## src/rtl/tx_asm_pkg.sv

```systemverilog
package tx_asm_pkg;

   typedef enum logic [1:0] {
      SYM_PRE  = 2'd0,
      SYM_SOP1 = 2'd1,
      SYM_SOP2 = 2'd2,
      SYM_DATA = 2'd3
   } sym_kind_e;

   typedef enum logic [2:0] {
      ST_IDLE,
      ST_PRE,
      ST_SOP1,
      ST_SOP2,
      ST_DATA
   } fsm_e;

   localparam logic [1:0] MODE_B8  = 2'd0;
   localparam logic [1:0] MODE_B2  = 2'd1;
   localparam logic [1:0] MODE_B1  = 2'd2;
   localparam logic [1:0] MODE_RAW = 2'd3;

   // one byte through an MSB-first, non-reflected CRC register
   function automatic logic [15:0] crc16_byte(input logic [15:0] crc_in,
                                              input logic [7:0]  b,
                                              input logic [15:0] poly);
      logic [15:0] c;
      logic        fb;
      c = crc_in;
      for (int i = 7; i >= 0; i--) begin
         fb = c[15] ^ b[i];
         c  = {c[14:0], 1'b0};
         if (fb) c = c ^ poly;
      end
      return c;
   endfunction

endpackage

```

## src/rtl/tx_buffer.sv

```systemverilog
module tx_buffer #(
   parameter int DEPTH = 16,
   parameter int AW    = 4,
   parameter int DW    = 8
) (
   input  logic          clk,
   input  logic          rst_n,
   input  logic          we,
   input  logic [AW-1:0] waddr,
   input  logic [DW-1:0] wdata,
   input  logic [AW-1:0] raddr,
   output logic [DW-1:0] rdata
);

   logic [DW-1:0] rows [DEPTH];

   generate
      for (genvar e = 0; e < DEPTH; e++) begin : g_entry
         logic [DW-1:0] q;
         always_ff @(posedge clk or negedge rst_n) begin
            if (!rst_n)
               q <= '0;
            else if (we && (waddr == AW'(e)))
               q <= wdata;
         end
         assign rows[e] = q;
      end
   endgenerate

   always_comb begin
      rdata = '0;
      for (int i = 0; i < DEPTH; i++)
         if (raddr == AW'(i)) rdata = rows[i];
   end

endmodule

```

## src/rtl/tx_crc16.sv

```systemverilog
module tx_crc16 import tx_asm_pkg::*; #(
   parameter logic [15:0] POLY = 16'h8005
) (
   input  logic        clk,
   input  logic        rst_n,
   input  logic        init,
   input  logic [15:0] init_val,
   input  logic        upd,
   input  logic [7:0]  din,
   output logic [15:0] crc
);

   always_ff @(posedge clk or negedge rst_n) begin
      if (!rst_n)
         crc <= '0;
      else if (init)
         crc <= init_val;
      else if (upd)
         crc <= crc16_byte(crc, din, POLY);
   end

endmodule

```

## src/rtl/tx_chunker.sv

```systemverilog
module tx_chunker import tx_asm_pkg::*; #(
   parameter int BW = 8
) (
   input  logic          clk,
   input  logic          rst_n,
   input  logic          load,
   input  logic [BW-1:0] byte_in,
   input  logic [1:0]    mode,
   input  logic          adv,
   output logic [BW-1:0] chunk,
   output logic          last
);

   localparam int CW = $clog2(BW);

   logic [BW-1:0] sh_q;
   logic [CW-1:0] cnt_q;
   logic [CW-1:0] last_idx;

   always_comb begin
      case (mode)
         MODE_B8: last_idx = '0;
         MODE_B2: last_idx = CW'(BW / 2 - 1);
         default: last_idx = CW'(BW - 1);
      endcase
   end

   assign last = (cnt_q == last_idx);

   always_comb begin
      chunk = '0;
      case (mode)
         MODE_B8: chunk = sh_q;
         MODE_B2: chunk[1:0] = sh_q[BW-1 -: 2];
         default: chunk[0] = sh_q[BW-1];
      endcase
   end

   always_ff @(posedge clk or negedge rst_n) begin
      if (!rst_n) begin
         sh_q  <= '0;
         cnt_q <= '0;
      end else if (load) begin
         sh_q  <= byte_in;
         cnt_q <= '0;
      end else if (adv) begin
         cnt_q <= cnt_q + 1'b1;
         if (mode == MODE_B2)
            sh_q <= {sh_q[BW-3:0], 2'b00};
         else
            sh_q <= {sh_q[BW-2:0], 1'b0};
      end
   end

endmodule

```

## src/rtl/tx_pkt_assembler.sv

```systemverilog
module tx_pkt_assembler import tx_asm_pkg::*; #(
   parameter int          BUF_BYTES = 16,
   parameter int          PRE_W     = 4,
   parameter bit          HAS_CRC   = 1'b1,
   parameter logic [15:0] CRC_POLY  = 16'h8005,
   localparam int         AW        = (BUF_BYTES > 1) ? $clog2(BUF_BYTES) : 1,
   localparam int         LEN_W     = $clog2(BUF_BYTES + 1),
   localparam int         IW        = LEN_W + 1
) (
   input  logic             clk,
   input  logic             rst_n,
   input  logic             wr_en,
   input  logic [AW-1:0]    wr_addr,
   input  logic [7:0]       wr_data,
   input  logic [LEN_W-1:0] cfg_len,
   input  logic [1:0]       cfg_mode,
   input  logic [PRE_W-1:0] cfg_pre,
   input  logic             cfg_crc_en,
   input  logic             cfg_seed_sel,
   input  logic [15:0]      cfg_seed,
   input  logic             go,
   output logic             sym_valid,
   input  logic             sym_ready,
   output logic [1:0]       sym_type,
   output logic [7:0]       sym_data,
   output logic             busy,
   output logic             done
);

   generate
      if (BUF_BYTES < 1 || BUF_BYTES > 255) begin : g_bad_depth
         $error("tx_pkt_assembler: BUF_BYTES must lie in 1..255");
      end
      if (PRE_W < 1) begin : g_bad_pre
         $error("tx_pkt_assembler: PRE_W must be at least 1");
      end
   endgenerate

   fsm_e             st_q;
   logic [PRE_W-1:0] pre_q;
   logic [LEN_W-1:0] len_q;
   logic [1:0]       mode_q;
   logic             crc_on_q;
   logic [IW-1:0]    idx_q;
   logic             done_q;

   logic             fire;
   logic             accept;
   logic [LEN_W-1:0] len_clamped;
   logic [IW-1:0]    last_byte_idx;
   logic             at_last_byte;
   logic             chunk_last;
   logic [7:0]       chunk;
   logic             load_first;
   logic             load_next;
   logic             load;
   logic [IW-1:0]    load_idx;
   logic             is_payload;
   logic [AW-1:0]    buf_raddr;
   logic [7:0]       buf_rdata;
   logic [7:0]       next_byte;
   logic [15:0]      crc_val;
   logic             crc_allowed;
   logic             adv;

   assign fire   = sym_valid && sym_ready;
   assign accept = go && (st_q == ST_IDLE);

   assign len_clamped = (int'(cfg_len) > BUF_BYTES) ? LEN_W'(BUF_BYTES) : cfg_len;

   assign last_byte_idx = IW'(len_q) + (crc_on_q ? IW'(2) : IW'(0));
   assign at_last_byte  = (idx_q == last_byte_idx);

   assign load_first = fire && (st_q == ST_SOP2);
   assign load_next  = fire && (st_q == ST_DATA) && chunk_last && !at_last_byte;
   assign load       = load_first || load_next;
   assign load_idx   = load_first ? '0 : idx_q + 1'b1;
   assign adv        = fire && (st_q == ST_DATA) && !chunk_last;

   assign is_payload = (load_idx != '0) && (load_idx <= IW'(len_q));
   assign buf_raddr  = AW'(load_idx - 1'b1);

   // byte selector: length, payload, checksum high, checksum low
   always_comb begin
      if (load_idx == '0)
         next_byte = 8'(len_q);
      else if (is_payload)
         next_byte = buf_rdata;
      else if (load_idx == IW'(len_q) + IW'(1))
         next_byte = crc_val[15:8];
      else
         next_byte = crc_val[7:0];
   end

   tx_buffer #(
      .DEPTH (BUF_BYTES),
      .AW    (AW),
      .DW    (8)
   ) u_buf (
      .clk   (clk),
      .rst_n (rst_n),
      .we    (wr_en && !busy),
      .waddr (wr_addr),
      .wdata (wr_data),
      .raddr (buf_raddr),
      .rdata (buf_rdata)
   );

   generate
      if (HAS_CRC) begin : g_crc
         tx_crc16 #(
            .POLY (CRC_POLY)
         ) u_crc (
            .clk      (clk),
            .rst_n    (rst_n),
            .init     (accept),
            .init_val (cfg_seed_sel ? cfg_seed : 16'h0000),
            .upd      (load && is_payload),
            .din      (buf_rdata),
            .crc      (crc_val)
         );
         assign crc_allowed = 1'b1;
      end else begin : g_no_crc
         assign crc_val     = '0;
         assign crc_allowed = 1'b0;
      end
   endgenerate

   tx_chunker #(
      .BW (8)
   ) u_chunk (
      .clk     (clk),
      .rst_n   (rst_n),
      .load    (load),
      .byte_in (next_byte),
      .mode    (mode_q),
      .adv     (adv),
      .chunk   (chunk),
      .last    (chunk_last)
   );

   always_ff @(posedge clk or negedge rst_n) begin
      if (!rst_n) begin
         st_q     <= ST_IDLE;
         pre_q    <= '0;
         len_q    <= '0;
         mode_q   <= MODE_B8;
         crc_on_q <= 1'b0;
         idx_q    <= '0;
         done_q   <= 1'b0;
      end else begin
         done_q <= 1'b0;
         case (st_q)
            ST_IDLE: begin
               if (go) begin
                  len_q    <= len_clamped;
                  mode_q   <= cfg_mode;
                  crc_on_q <= cfg_crc_en && crc_allowed;
                  pre_q    <= cfg_pre;
                  st_q     <= (cfg_pre == '0) ? ST_SOP1 : ST_PRE;
               end
            end
            ST_PRE: begin
               if (fire) begin
                  if (pre_q == PRE_W'(1))
                     st_q <= ST_SOP1;
                  pre_q <= pre_q - 1'b1;
               end
            end
            ST_SOP1: begin
               if (fire) st_q <= ST_SOP2;
            end
            ST_SOP2: begin
               if (fire) begin
                  st_q  <= ST_DATA;
                  idx_q <= '0;
               end
            end
            ST_DATA: begin
               if (fire && chunk_last) begin
                  if (at_last_byte) begin
                     st_q   <= ST_IDLE;
                     done_q <= 1'b1;
                  end else begin
                     idx_q <= load_idx;
                  end
               end
            end
            default: st_q <= ST_IDLE;
         endcase
      end
   end

   always_comb begin
      case (st_q)
         ST_PRE:  sym_type = SYM_PRE;
         ST_SOP1: sym_type = SYM_SOP1;
         ST_SOP2: sym_type = SYM_SOP2;
         ST_DATA: sym_type = SYM_DATA;
         default: sym_type = SYM_PRE;
      endcase
   end

   assign sym_valid = (st_q != ST_IDLE);
   assign busy      = (st_q != ST_IDLE);
   assign sym_data  = (st_q == ST_DATA) ? chunk : 8'h00;
   assign done      = done_q;

endmodule

```

## config.mk

```make
export PLATFORM = sky130hd
export DESIGN_NAME = tx_pkt_assembler
export DESIGN_NICKNAME = d
export VERILOG_FILES = /design/src/rtl/tx_asm_pkg.sv /design/src/rtl/tx_buffer.sv /design/src/rtl/tx_crc16.sv /design/src/rtl/tx_chunker.sv /design/src/rtl/tx_pkt_assembler.sv
export SDC_FILE = /design/constraint.sdc
export NUM_CORES = 1
export LEC_CHECK = 0
export BUFFER_PORTS_ARGS = -buffer_cell sky130_fd_sc_hd__buf_2
export CELL_PAD_IN_SITES_DETAIL_PLACEMENT = 1
export CELL_PAD_IN_SITES_GLOBAL_PLACEMENT = 2
export CORE_ASPECT_RATIO = 2
export CORE_MARGIN = 1.5
export CORE_UTILIZATION = 40
export CTS_CLUSTER_SIZE = 14
export DETAILED_ROUTE_END_ITERATION = 7
export MAX_ROUTING_LAYER = met4
export PLACE_DENSITY = 0.86
export SLEW_MARGIN = 20
export SYNTH_ARGS = -nofsm -noshare
export SYNTH_HDL_FRONTEND = slang
export SYNTH_SLANG_ARGS = --single-unit
```

## constraint.sdc

```tcl
create_clock -name clk -period 4.71 [get_ports clk]
set_input_delay 0.471 -clock clk [delete_from_list [all_inputs] [get_ports clk]]
set_output_delay 0.471 -clock clk [all_outputs]
set_load 0.01 [all_outputs]
```

==> impl_results.md <==
* Simple-gate share of the synthesized area at 14.2%
* Syn_area_per_cell at 10.1 um^2
* Reg-to-reg endpoint: g_crc.u_crc.crc[11]$_DFFE_PN0P_
* Post-route ant nets at 0
* Io pins at 59
* PwrDens at 773 mW/mm^2
* Status: complete, no violations
* Combinational power share at 52.3%
* RSZ-0062 raised after global routing: no
* Diodes inserted at 0
* Die Span Y at 229 um
* Async S/R FF share, synth at 100%
* Worst Clk Skew at 9.36 ps
* Vias in the first global route at 8994
* Initial DRT Pass Iterations at 5
* FF-to-FF path depth at 14
* DR vias/cell at 5.98
* Crit path time final at 4290 ps
* P_int at 4.99 mW
* First-pass GRT wire length at 52.3 mm
* Vias at 8282
* Syn Std Cell Area at 0.0102 mm^2
* Post-CTS sizing at 0
* Avg WL per Cell at 24.5 um
* Multiplexer share of the synthesized area at 17.3%
* Largest family of logic cells by synthesized area: multiplexers
* Fin worst setup slack at 418 ps
* Ratio of cells with drive above 1 in the final layout at 25.8%
* Adder-cell share of the synthesized area at 1.47%
* Critical-path maximum fanout at 21
* Share of power burned in registers at 32.1%
* # Max-Cap Violations at 0
* TritonCTS buffer count at 17
* Setup CP Type: reg -> reg
* Critical path capture point type: flip-flop
* Setup WS pre-CTS at 441 ps
* DIE AREA at 0.0265 mm^2
* Starting Density at 40.7%
* Worst skew pair latency at 460 ps
* Pins Over Slew Limit at 0
* Hold Vio Cnt, Final at 0
* Synth Net Count at 1064
* Setup Fix Bufs, Post-CTS at 0
* # nets final at 1095
* 1st-iter DRT viols at 445
* Synth Area in Compound Gates at 15.2%
* Critical Path AT at 4660 ps
* Htree depth at 4
* Final setup fails at 0
* Residual DRC count at 0
* CORE AREA at 0.0250 mm^2
* Ys Warns at 0
* CTS root buf: clkbuf_16
* Switching portion of total power at 43.1%
* Die W at 116 um
* Number of flops mapped to enable cells by yosys at 0
* Worst setup SP type: flip-flop
* CTS tree: built
* Worst reg2reg startpoint: idx_q[2]$_DFFE_PN0P_
* Number of distinct library cells after synthesis at 81
* Global placement routability congestion at 0.953
* Clock Sinks at 177
* Part of the power in the clock network at 15.6%
* Max IR drop VDD at 0.000702 V
* Hold WC Path Type: in -> async
* Post-DP HPWL at 25.3 mm
* PortBufs at 58
* Hold_buf cts at 0
* Pin count of the biggest net entering global routing at 98
* Slew HR at 27.4%
* Clock Pin Slew Worst Setup and Hold Paths at 70 ps
* Syn-to-layout area delta at 11.5%
* CP required at 5080 ps
* Max Clk Rate at 233 MHz
* Yosys reg bits at 177
* Seq/Total Area, Yosys at 43.5%
* # fillers at 2848
* R2R Setup Slk at 420 ps
* P_sw at 3.78 mW
* Period utilisation layout at 91.1%
* Syn Inst Count at 1006
* Gr ovfl total at 0
* Main synth FF type: dfrtp_1
* Num rows at 82
* Initial antenna violation count at 0
* Min Hold Slack at 55.2 ps
* Gr usage total at 27.6%
* Max clock buf depth at 2
* Post-synthesis xor/xnor area fraction at 4.32%
* Worst Tran Pin Value at 1090 ps
* Static Leak at 5.01 nW
* Setup TNS at 0 ps
* Final WL at 33.9 mm
==> power by group through the flow <==
stage | registers [mW] | logic [mW] | clock network [mW]
global route | 2.89 | 4.99 | 1.45
finish | 2.82 | 4.59 | 1.37
detailed placement | 2.83 | 4.55 | 0
global placement | 2.79 | 4.46 | 0
floorplan | 2.52 | 3.55 | 0
CTS | 2.80 | 4.59 | 1.40
==> final cells by class <==
class	instances	area [um^2]	area share (%)
Clock buffer	23	488	4.30
Sequential cell	177	4430	39.0
Tap cell	336	420	3.70
Multi-Input combinational cell	738	5360	47.2
Clock inverter	9	71.3	0.628
Timing Repair Buffer	83	509	4.48
Inverter	20	75.1	0.661
==> cells by family after synthesis <==
| group | Yosys count |
|---|---|
| XOR/XNOR | 46 |
| buffers and inverters | 91 |
| AND/OR/NAND/NOR | 290 |
| AO/OA/AOI/OAI | 231 |
| multiplexers | 159 |
| flip-flops | 177 |
| adder cells (fa/ha/maj) | 12 |
==> worst max-delay path, cell delays in order (launching register included) <==
cell and delay, ps:
dfrtp_1 820, xor2_2 450, nand2_2 240, inv_2 260, ha_1 300, o21a_1 110
o21ai_0 150, nand2b_1 70, a21oi_1 130, a31oi_1 70, or3_1 600, nand2b_1 260
nand2_1 440, nor2_1 100, a31oi_1 190
==> synth_stat cells (4+ instances only) <==
master | number | area share, %
dfrtp_1 | 177 | 43
mux2_2 | 134 | 15
nand2_1 | 93 | 3.4
nor2_1 | 64 | 2.4
o21ai_0 | 48 | 2.4
a21oi_1 | 45 | 2.2
clkbuf_1 | 39 | 1.4
xnor2_1 | 27 | 2.3
a31oi_1 | 25 | 1.5
mux2i_1 | 25 | 2.5
nor3_1 | 24 | 1.2
buf_2 | 23 | 1.1
nand3_1 | 23 | 1.1
inv_1 | 19 | 0.70
o22ai_1 | 15 | 0.92
xor2_1 | 15 | 1.3
a211oi_1 | 12 | 0.88
and2_1 | 12 | 0.74
ha_1 | 12 | 1.5
nor2b_1 | 12 | 0.74
or3_1 | 11 | 0.68
o211ai_1 | 9 | 0.66
and3_1 | 8 | 0.49
a22oi_1 | 7 | 0.52
a32oi_1 | 7 | 0.60
nand4_1 | 7 | 0.43
nand3b_1 | 6 | 0.44
o21ai_1 | 6 | 0.29
a21o_1 | 5 | 0.37
a211o_1 | 4 | 0.34
a221o_1 | 4 | 0.39
buf_6 | 4 | 0.44
nand2b_1 | 4 | 0.25
nor3b_1 | 4 | 0.29
o221ai_1 | 4 | 0.34
o32ai_1 | 4 | 0.34
==> how the worst max path moves through the flow <==
stage / end / start / slack, ps / depth (start not counted)
2_1_floorplan: g_crc.u_crc.crc[10]$_DFFE_PN0P_ / sym_ready / 910 / 19
4_1_cts: g_crc.u_crc.crc[11]$_DFFE_PN0P_ / idx_q[2]$_DFFE_PN0P_ / 410 / 14
6_report: g_crc.u_crc.crc[11]$_DFFE_PN0P_ / idx_q[2]$_DFFE_PN0P_ / 420 / 14
5_1_grt: g_crc.u_crc.crc[1]$_DFFE_PN0P_ / idx_q[2]$_DFFE_PN0P_ / 70 / 14
3_3_place_gp: g_crc.u_crc.crc[1]$_DFFE_PN0P_ / idx_q[2]$_DFFE_PN0P_ / 550 / 14
3_5_place_dp: g_crc.u_crc.crc[11]$_DFFE_PN0P_ / idx_q[2]$_DFFE_PN0P_ / 440 / 14
==> stage by stage <==
stage               cell area, um^2  cells  power (mW)  util, %
floorplan                     10200   1006        6.07        -
global placement              10800   1354        7.25     43.1
detailed placement            10800   1354        7.38     43.1
CTS                           11400   1386        8.78     45.4
global route                  11400   1386        9.33     45.4
finish                        11400   1386        8.78     45.4
==> placed cells by master (no fill, tap or decap), types with 17 or more instances in the layout <==
cell	count
a31oi_1	25
buf_2	57
clkbuf_16	17
xnor2_1	26
nor2_1	64
nor3_1	24
mux2_2	134
dfrtp_1	177
a21oi_1	45
nand2_1	93
mux2i_1	25
inv_1	19
o21ai_0	48
buf_4	23
nand3_1	23
==> registers in the layout, indices dropped and copies added (netlist names) <==
| register | cells |
|---|---|
| st_q | 3 |
| len_q | 5 |
| u_chunk.cnt_q | 3 |
| idx_q | 6 |
| g_crc.u_crc.crc | 16 |
| crc_on_q | 1 |
| done | 1 |
| pre_q | 4 |
| u_buf.g_entry.q | 128 |
| mode_q | 2 |
| u_chunk.sh_q | 8 |
==> routing by layer <==
metal / track usage [%] / share of wire (%)
met5: - / 0
met4: 20.2 / 8.3
met3: 4.46 / 3.1
met2: 48.4 / 54
met1: 26.6 / 35
Power figures use the tool's default switching activity.
